## src/rtl/adc_seq_pkg.sv

```systemverilog
`timescale 1ns/1ps
package adc_seq_pkg;

    typedef enum logic [1:0] {
        M_SEQ = 2'd0,
        M_SIM = 2'd1,
        M_OVS = 2'd2,
        M_RSV = 2'd3
    } mode_e;

    typedef enum logic [1:0] {
        S_IDLE = 2'd0,
        S_ACQ  = 2'd1,
        S_CONV = 2'd2,
        S_WAIT = 2'd3
    } state_e;

endpackage

```

## src/rtl/adc_seq_ctrl.sv

```systemverilog
`timescale 1ns/1ps
module adc_seq_ctrl
    import adc_seq_pkg::*;
#(
    parameter int NCH = 16,
    parameter int CW  = 8,
    parameter int TW  = 16,
    localparam int CHW = (NCH > 1) ? $clog2(NCH) : 1
) (
    input  logic           clk,
    input  logic           rst_n,
    input  logic           start_i,
    input  logic [CHW-1:0] last_ch_i,
    input  logic [1:0]     mode_i,
    input  logic [CW-1:0]  acq_len_i,
    input  logic [CW-1:0]  conv_len_i,
    output logic [NCH-1:0] hold_o,
    output logic [NCH-1:0] wr_o,
    output logic [CHW-1:0] wr_ch_o,
    output logic           trig_acq_o,
    output logic           trig_conv_o,
    output logic           overrun_o
);

    typedef struct packed {
        state_e         st;
        logic [CW-1:0]  cnt;
        mode_e          mode;
        logic [CHW-1:0] last;
        logic [CHW-1:0] ptr;
        logic [CHW-1:0] slot;
        logic [CHW-1:0] ch;
        logic [TW-1:0]  el;
        logic [TW-1:0]  tgt;
        logic [TW-1:0]  dly;
        logic [TW-1:0]  since;
        logic           have_prev;
        logic           ovr;
    } ctrl_t;

    ctrl_t q, d;

    logic [CW-1:0]  acq_ld, conv_ld;
    logic [CHW-1:0] cur, nxt;
    logic [TW-1:0]  per_new, div_n;
    logic [NCH-1:0] mask;

    always_comb begin
        for (int i = 0; i < NCH; i++) begin
            if (q.mode == M_SIM) mask[i] = (CHW'(i) <= q.last);
            else                 mask[i] = (CHW'(i) == q.ch);
        end
    end

    always_comb begin
        d           = q;
        hold_o      = '0;
        wr_o        = '0;
        trig_acq_o  = 1'b0;
        trig_conv_o = 1'b0;
        acq_ld      = (acq_len_i  == '0) ? '0 : acq_len_i  - 1'b1;
        conv_ld     = (conv_len_i == '0) ? '0 : conv_len_i - 1'b1;
        cur         = (q.ptr > last_ch_i) ? '0 : q.ptr;
        nxt         = (cur >= last_ch_i) ? '0 : cur + 1'b1;
        per_new     = q.have_prev ? q.since : '0;
        div_n       = TW'(last_ch_i) + TW'(1);

        if (q.since != '1) d.since = q.since + 1'b1;
        if (q.st != S_IDLE && q.el != '1) d.el = q.el + 1'b1;

        case (q.st)
            S_IDLE: begin
                if (start_i) begin
                    d.st        = S_ACQ;
                    d.cnt       = acq_ld;
                    d.mode      = mode_e'(mode_i);
                    d.last      = last_ch_i;
                    d.el        = TW'(1);
                    d.since     = TW'(1);
                    d.have_prev = 1'b1;
                    d.slot      = '0;
                    d.tgt       = '0;
                    d.dly       = per_new / div_n;
                    if (mode_e'(mode_i) == M_SIM || mode_e'(mode_i) == M_OVS) begin
                        d.ch = '0;
                    end else begin
                        d.ch  = cur;
                        d.ptr = nxt;
                    end
                end
            end
            S_ACQ: begin
                if (q.cnt == '0) begin
                    trig_acq_o = 1'b1;
                    hold_o     = mask;
                    d.st       = S_CONV;
                    d.cnt      = conv_ld;
                end else begin
                    d.cnt = q.cnt - 1'b1;
                end
            end
            S_CONV: begin
                if (q.cnt == '0) begin
                    trig_conv_o = 1'b1;
                    wr_o        = mask;
                    if (q.mode == M_OVS && q.slot < q.last) begin
                        d.st   = S_WAIT;
                        d.slot = q.slot + 1'b1;
                        d.tgt  = q.tgt + q.dly;
                    end else begin
                        d.st = S_IDLE;
                    end
                end else begin
                    d.cnt = q.cnt - 1'b1;
                end
            end
            S_WAIT: begin
                if (q.el >= q.tgt) begin
                    d.st  = S_ACQ;
                    d.cnt = acq_ld;
                    d.ch  = q.slot;
                end
            end
            default: d.st = S_IDLE;
        endcase

        if (start_i && q.st != S_IDLE) d.ovr = 1'b1;
    end

    always_ff @(posedge clk) begin
        if (!rst_n) q <= '0;
        else        q <= d;
    end

    assign wr_ch_o   = (q.mode == M_SIM) ? q.last : q.ch;
    assign overrun_o = q.ovr;

endmodule

```

## src/rtl/adc_seq_bank.sv

```systemverilog
`timescale 1ns/1ps
module adc_seq_bank #(
    parameter int NCH      = 16,
    parameter int DW       = 16,
    parameter int NARROW_W = 12,
    parameter int RAW_W    = 17,
    localparam int CHW = (NCH > 1) ? $clog2(NCH) : 1
) (
    input  logic               clk,
    input  logic               rst_n,
    input  logic [NCH*RAW_W-1:0] samp_i,
    input  logic               res16_i,
    input  logic [NCH-1:0]     hold_i,
    input  logic [NCH-1:0]     wr_i,
    input  logic [CHW-1:0]     wr_ch_i,
    input  logic               wd_en_i,
    input  logic [DW-1:0]      wd_lo_i,
    input  logic [DW-1:0]      wd_hi_i,
    output logic [NCH*DW-1:0]  res_o,
    output logic               valid_o,
    output logic [CHW-1:0]     valid_ch_o,
    output logic               wd_o
);

    localparam logic [DW-1:0] FULL_WIDE   = {DW{1'b1}};
    localparam logic [DW-1:0] FULL_NARROW = {{(DW-NARROW_W){1'b0}}, {NARROW_W{1'b1}}};

    typedef struct packed {
        logic [NCH-1:0][DW-1:0] hold;
        logic [NCH-1:0][DW-1:0] res;
        logic                   valid;
        logic [CHW-1:0]         ch;
        logic                   wd;
    } bank_t;

    bank_t q, d;

    logic [DW-1:0]          full;
    logic [NCH-1:0][DW-1:0] sat_w;

    assign full = res16_i ? FULL_WIDE : FULL_NARROW;

    for (genvar g = 0; g < NCH; g++) begin : g_sat
        logic [RAW_W-1:0] raw;
        assign raw      = samp_i[g*RAW_W +: RAW_W];
        assign sat_w[g] = (raw > RAW_W'(full)) ? full : raw[DW-1:0];
    end

    always_comb begin
        d       = q;
        d.valid = |wr_i;
        d.wd    = 1'b0;
        if (|wr_i) d.ch = wr_ch_i;
        for (int i = 0; i < NCH; i++) begin
            if (hold_i[i]) d.hold[i] = sat_w[i];
            if (wr_i[i]) begin
                d.res[i] = q.hold[i];
                if (wd_en_i && (q.hold[i] < wd_lo_i || q.hold[i] > wd_hi_i)) d.wd = 1'b1;
            end
        end
    end

    always_ff @(posedge clk) begin
        if (!rst_n) q <= '0;
        else        q <= d;
    end

    assign res_o      = q.res;
    assign valid_o    = q.valid;
    assign valid_ch_o = q.ch;
    assign wd_o       = q.wd;

endmodule

```

## src/rtl/adc_seq_evt.sv

```systemverilog
`timescale 1ns/1ps
module adc_seq_evt #(
    parameter int CW = 8
) (
    input  logic          clk,
    input  logic          rst_n,
    input  logic          trig_i,
    input  logic [CW-1:0] lat_i,
    output logic          evt_o
);

    typedef struct packed {
        logic [CW-1:0] cnt;
        logic          evt;
    } evt_t;

    evt_t q, d;

    always_comb begin
        d     = q;
        d.evt = 1'b0;
        if (q.cnt != '0) begin
            d.cnt = q.cnt - 1'b1;
            if (q.cnt == CW'(1)) d.evt = 1'b1;
        end
        if (trig_i) begin
            if (lat_i == '0) d.evt = 1'b1;
            else             d.cnt = lat_i;
        end
    end

    always_ff @(posedge clk) begin
        if (!rst_n) q <= '0;
        else        q <= d;
    end

    assign evt_o = q.evt;

endmodule

```

## src/rtl/adc_seq.sv

```systemverilog
`timescale 1ns/1ps
module adc_seq #(
    parameter int NCH      = 16,
    parameter int DW       = 16,
    parameter int NARROW_W = 12,
    parameter int RAW_W    = 17,
    parameter int CW       = 8,
    parameter int TW       = 16,
    localparam int CHW = (NCH > 1) ? $clog2(NCH) : 1
) (
    input  logic                 clk,
    input  logic                 rst_n,
    input  logic                 start_i,
    input  logic [NCH*RAW_W-1:0] samp_i,
    input  logic                 res16_i,
    input  logic [CHW-1:0]       last_ch_i,
    input  logic [1:0]           mode_i,
    input  logic [CW-1:0]        acq_len_i,
    input  logic [CW-1:0]        conv_len_i,
    input  logic                 irq_en_i,
    input  logic                 irq_at_conv_i,
    input  logic [CW-1:0]        lat_i,
    input  logic                 wd_en_i,
    input  logic [DW-1:0]        wd_lo_i,
    input  logic [DW-1:0]        wd_hi_i,
    output logic [NCH*DW-1:0]    res_o,
    output logic                 valid_o,
    output logic [CHW-1:0]       valid_ch_o,
    output logic                 evt_o,
    output logic                 wd_evt_o,
    output logic                 overrun_o
);

    logic [NCH-1:0] hold, wr;
    logic [CHW-1:0] wr_ch;
    logic           trig_acq, trig_conv, evt_trig;

    adc_seq_ctrl #(.NCH(NCH), .CW(CW), .TW(TW)) u_ctrl (
        .clk         (clk),
        .rst_n       (rst_n),
        .start_i     (start_i),
        .last_ch_i   (last_ch_i),
        .mode_i      (mode_i),
        .acq_len_i   (acq_len_i),
        .conv_len_i  (conv_len_i),
        .hold_o      (hold),
        .wr_o        (wr),
        .wr_ch_o     (wr_ch),
        .trig_acq_o  (trig_acq),
        .trig_conv_o (trig_conv),
        .overrun_o   (overrun_o)
    );

    adc_seq_bank #(.NCH(NCH), .DW(DW), .NARROW_W(NARROW_W), .RAW_W(RAW_W)) u_bank (
        .clk        (clk),
        .rst_n      (rst_n),
        .samp_i     (samp_i),
        .res16_i    (res16_i),
        .hold_i     (hold),
        .wr_i       (wr),
        .wr_ch_i    (wr_ch),
        .wd_en_i    (wd_en_i),
        .wd_lo_i    (wd_lo_i),
        .wd_hi_i    (wd_hi_i),
        .res_o      (res_o),
        .valid_o    (valid_o),
        .valid_ch_o (valid_ch_o),
        .wd_o       (wd_evt_o)
    );

    assign evt_trig = irq_en_i & (irq_at_conv_i ? trig_conv : trig_acq);

    adc_seq_evt #(.CW(CW)) u_evt (
        .clk    (clk),
        .rst_n  (rst_n),
        .trig_i (evt_trig),
        .lat_i  (lat_i),
        .evt_o  (evt_o)
    );

endmodule

```

## config.mk

```make
export PLATFORM = sky130hd
export DESIGN_NAME = adc_seq
export DESIGN_NICKNAME = d
export VERILOG_FILES = /design/src/rtl/adc_seq_pkg.sv /design/src/rtl/adc_seq_ctrl.sv /design/src/rtl/adc_seq_bank.sv /design/src/rtl/adc_seq_evt.sv /design/src/rtl/adc_seq.sv
export SDC_FILE = /design/constraint.sdc
export NUM_CORES = 2
export LEC_CHECK = 0
export BUFFER_PORTS_ARGS = -buffer_cell sky130_fd_sc_hd__buf_2
export CAP_MARGIN = 20
export CELL_PAD_IN_SITES_DETAIL_PLACEMENT = 0
export CELL_PAD_IN_SITES_GLOBAL_PLACEMENT = 1
export CORE_MARGIN = 5
export CORE_UTILIZATION = 44
export DETAILED_ROUTE_END_ITERATION = 10
export PLACE_DENSITY = 0.83
export SLEW_MARGIN = 20
export SYNTH_ARGS = -nofsm -noshare
export SYNTH_HDL_FRONTEND = slang
export SYNTH_SLANG_ARGS = --single-unit
```

## constraint.sdc

```tcl
create_clock -name clk -period 40 [get_ports clk]
set_input_delay 8 -clock clk [delete_from_list [all_inputs] [get_ports clk]]
set_output_delay 8 -clock clk [all_outputs]
set_load 0.05 [all_outputs]
```

==> results.txt <==
----------------------------------------------------
[Outcome]
  Result of the run ... completed

[Setup path]
  R2R cell count ... 147
  Register-to-register path setup slack ... 9.19 ns
  Category of the worst setup path capture point ... flop
  Largest stage delay on the critical path ... 0.52 ns
  Launching point of the worst reg2reg path ... u_ctrl.q[1]
  Max stage delay cell, worst path ... or3_4
  Reg-to-reg endpoint ... u_ctrl.q[18]
  Required time reported for the critical path endpoint ... 40.51 ns
  End point of the critical path ... u_ctrl.q[18]
  Most numerous cell on the critical path ... o21a_1
  Crit path DAT ... 38.12 ns
  Biggest fanout along the worst timing path ... 13
  Sort of element at the start of the critical path ... input pin
  First element of the critical path ... last_ch_i[1]
  Type of the worst setup path ... in -> reg

[Detailed routing]
  Total Wirelength ... 161100 um
  Number of design rule violations left after detail routing ... 0
  Number of vias per cell after detailed routing ... 5.774
  Length of the first detailed-routing pass in iterations ... 6
  Average routed wire per standard cell ... 22.86 um
  Violation count after the first detailed-route iteration ... 3548
  DR vias ... 40.69k
  ANT nets after route ... 0

[Logic synthesis]
  Total of warnings raised by yosys ... 0
  Post-synthesis async set-or-reset flop share ... 0
  List of most frequent post-synthesis cells ... ha_1 (687), dfxtp_1 (621), nor2_1 (571), a21oi_1 (490), nand2_1 (378)
  Seq cells post-synth ... 621
  Leading cell types by total area after synthesis ... dfxtp_1 (28%), ha_1 (20%), a21oi_1 (5.6%)
  Number of instances in the synthesized netlist ... 5381
  Count of flip-flops with a built-in enable after synthesis ... 0
  Yosys top cell area share ... 0.2821
  Cell type contributing the most total cell area after synthesis ... dfxtp_1
  Share of synthesized area occupied by flip-flops and latches ... 0.2821
  Cell variety after synth ... 100
  Mapped Avg Cell Area ... 8.190 um^2
  Most common cell in the synthesized netlist ... ha_1
  Post-synthesis cell area ... 44070 um^2
  Syn Nets ... 6410
  Main flop type after synthesis ... dfxtp_1

[Timing]
  Maximum clock rate ... 0.02659 GHz
  Worst-case clock skew ... 0.03532 ns
  Number of pins exceeding their max-slew limit in the final report ... 0
  Crit path time final ... 37.61 ns
  Share of the cycle needed by the critical path after routing ... 0.9402
  Final setup vio count ... 0
  Relative slew margins ... 0.2616
  Minimum hold slack ... 0.4483 ns
  Transition at the pin with the smallest max-transition slack ... 1.105 ns
  Final Hold Fails ... 0

[Clock network]
  CTS Sinks ... 621
  CTS H-Tree Depth ... 3
  Clock Latency Late Sink ... 0.62 ns
  Cts bufs inserted ... 74
  CTS tree ... yes
  Clock-pin transition on the worst setup and hold timing paths ... 0.06 ns
  Clk buf depth ... 3
  Clock Tree Root ... clkbuf_16
  Cts-stage hold buffer count ... 0

[Floorplanning]
  Overall die height ... 326.5 um
  Initial cell density of the core ... 0.4420
  Core outline area ... 99710 um^2
  Boundary pin count ... 605
  Floorplan die area ... 106600 um^2
  Horiz. Die Dim ... 326.5 um
  Standard-cell row count ... 116

[Cells and area]
  Layout cells sized above 1 ... 0.1557
  Nets@finish ... 6709
  Non-filler instance count after layout ... 7048
  Number of filler cells placed in the layout ... 9748
  Synthesis-to-finish area growth ... 11.63%

[GRT]
  First-pass GRT wire length ... 236200 um
  Number of antenna violations at the first check in global routing ... 26
  Overall global routing resource usage ... 0.2853
  Maximum number of pins on one net before global-route repair ... 182
  Leftover overflow at the end of global routing ... 0
  Via count of the first global-routing pass ... 37.81k

[Worst hold path]
  Worst min-delay path category ... reg -> reg
  Beginning of the worst hold path ... u_bank.res_o[131]

[Place]
  Count of placed standard cells including taps ... 6899
  Port bufs ... 604
  Final weighted congestion in routability-driven placement ... 0.8870
  Hpwl dp ... 118200 um

[Run]
  Maximum capacitance violations ... 0

----------------------------------------------------
==> registers in the layout, indices dropped and copies added (netlist names) <==
signal             cells
u_evt.evt_o            1
u_bank.valid_o         1
u_evt.q                8
u_bank.res_o         256
u_bank.valid_ch_o      4
u_bank.wd_o            1
u_ctrl.overrun_o       1
u_ctrl.q              93
u_bank.q             256
==> cells in the final DEF (no fill, tap or decap), types with 12 or more instances in the layout <==
cell type / synthesis / routed
and3_1: 28 / 28
o21bai_1: 28 / 25
nor4_1: 37 / 37
or3_1: 25 / 25
nand4_1: 137 / 137
o22ai_1: 20 / 20
a22oi_1: 26 / 26
clkbuf_16: 0 / 77
xor2_1: 40 / 40
mux2i_1: 219 / 219
ha_1: 687 / 687
a21boi_0: 19 / 18
a211oi_1: 35 / 35
nand3_1: 44 / 44
buf_2: 2 / 603
nor2_1: 571 / 558
and2_1: 31 / 31
nor3_1: 365 / 364
o21a_1: 48 / 48
nand2b_1: 167 / 167
nand2_1: 378 / 377
o21ai_0: 324 / 323
xnor2_1: 57 / 56
clkbuf_1: 192 / 20
buf_4: 261 / 82
or2_2: 17 / 17
o211ai_1: 12 / 12
dfxtp_1: 621 / 621
nor2b_1: 147 / 143
mux2_2: 15 / 15
inv_1: 110 / 109
a21oi_1: 490 / 490
diode_2: 0 / 16
a21o_1: 70 / 70
==> critical path: cells and delay by family <==
kind	cells	cell delay, ns
multiplexers	3	0.80
AO/OA/AOI/OAI	75	13.85
adder cells (fa/ha/maj)	16	4.78
buffers and inverters	4	0.66
AND/OR/NAND/NOR	50	10.00
==> stage by stage <==
step             util  cell area [um^2]  setup TNS (ns)  worst slack, ns
3_5_place_dp   0.4677             46640               0           0.8467
2_1_floorplan       -             44070               0            3.706
3_3_place_gp   0.4677             46630               0            1.446
5_1_grt        0.4932             49180        -0.02175         -0.02175
4_1_cts        0.4920             49050               0            1.431
6_report       0.4934             49200               0            2.393
==> final cells by class <==
cell class / instances / area (um^2) / area share
Antenna cell: 16 / 40.04 / 0.0008138
Clock buffer: 107 / 2140 / 0.04349
Clock inverter: 23 / 276.5 / 0.005621
Inverter: 112 / 429.2 / 0.008723
Multi-Input combinational cell: 4184 / 28590 / 0.5811
Sequential cell: 621 / 12430 / 0.2527
Tap cell: 1298 / 1624 / 0.03301
Timing Repair Buffer: 687 / 3669 / 0.07457
==> what timing repair did <==
item,4_1_cts,5_1_grt
resized for setup,0,19
setup buffers,0,2
endpoints found under the hold margin,0,0
setup endpoints to repair,0,2
==> routing by layer <==
metal	global-route usage	routed length, um
met1	0.3751	68370
met2	0.4614	71880
met3	0.05085	13250
met4	0.1221	7502
met5	0	75
==> how the worst min path moves through the flow <==
stage | slack [ns] | depth (start not counted) | to
2_1_floorplan | 0.43 | 2 | u_ctrl.q[88]
3_3_place_gp | 0.44 | 2 | u_ctrl.q[88]
3_5_place_dp | 0.44 | 2 | u_ctrl.q[88]
4_1_cts | 0.45 | 2 | u_ctrl.q[88]
5_1_grt | 0.46 | 2 | u_bank.res_o[211]
6_report | 0.45 | 2 | u_bank.res_o[131]
==> cells by family (layout without fill, tap and decap cells) <==
| family | Yosys count | count (layout) | synth area share |
|---|---|---|---|
| AND/OR/NAND/NOR | 1989 | 1989 | 0.2198 |
| buffers and inverters | 576 | 929 | 0.07168 |
| XOR/XNOR | 97 | 97 | 0.01928 |
| other | 0 | 16 | 0 |
| adder cells (fa/ha/maj) | 689 | 689 | 0.1957 |
| multiplexers | 238 | 238 | 0.05502 |
| AO/OA/AOI/OAI | 1171 | 1171 | 0.1565 |
| flip-flops | 621 | 621 | 0.2821 |
Power is not shown: default switching activity piles up to over one toggle a cycle in this logic, so the estimate is an artifact.
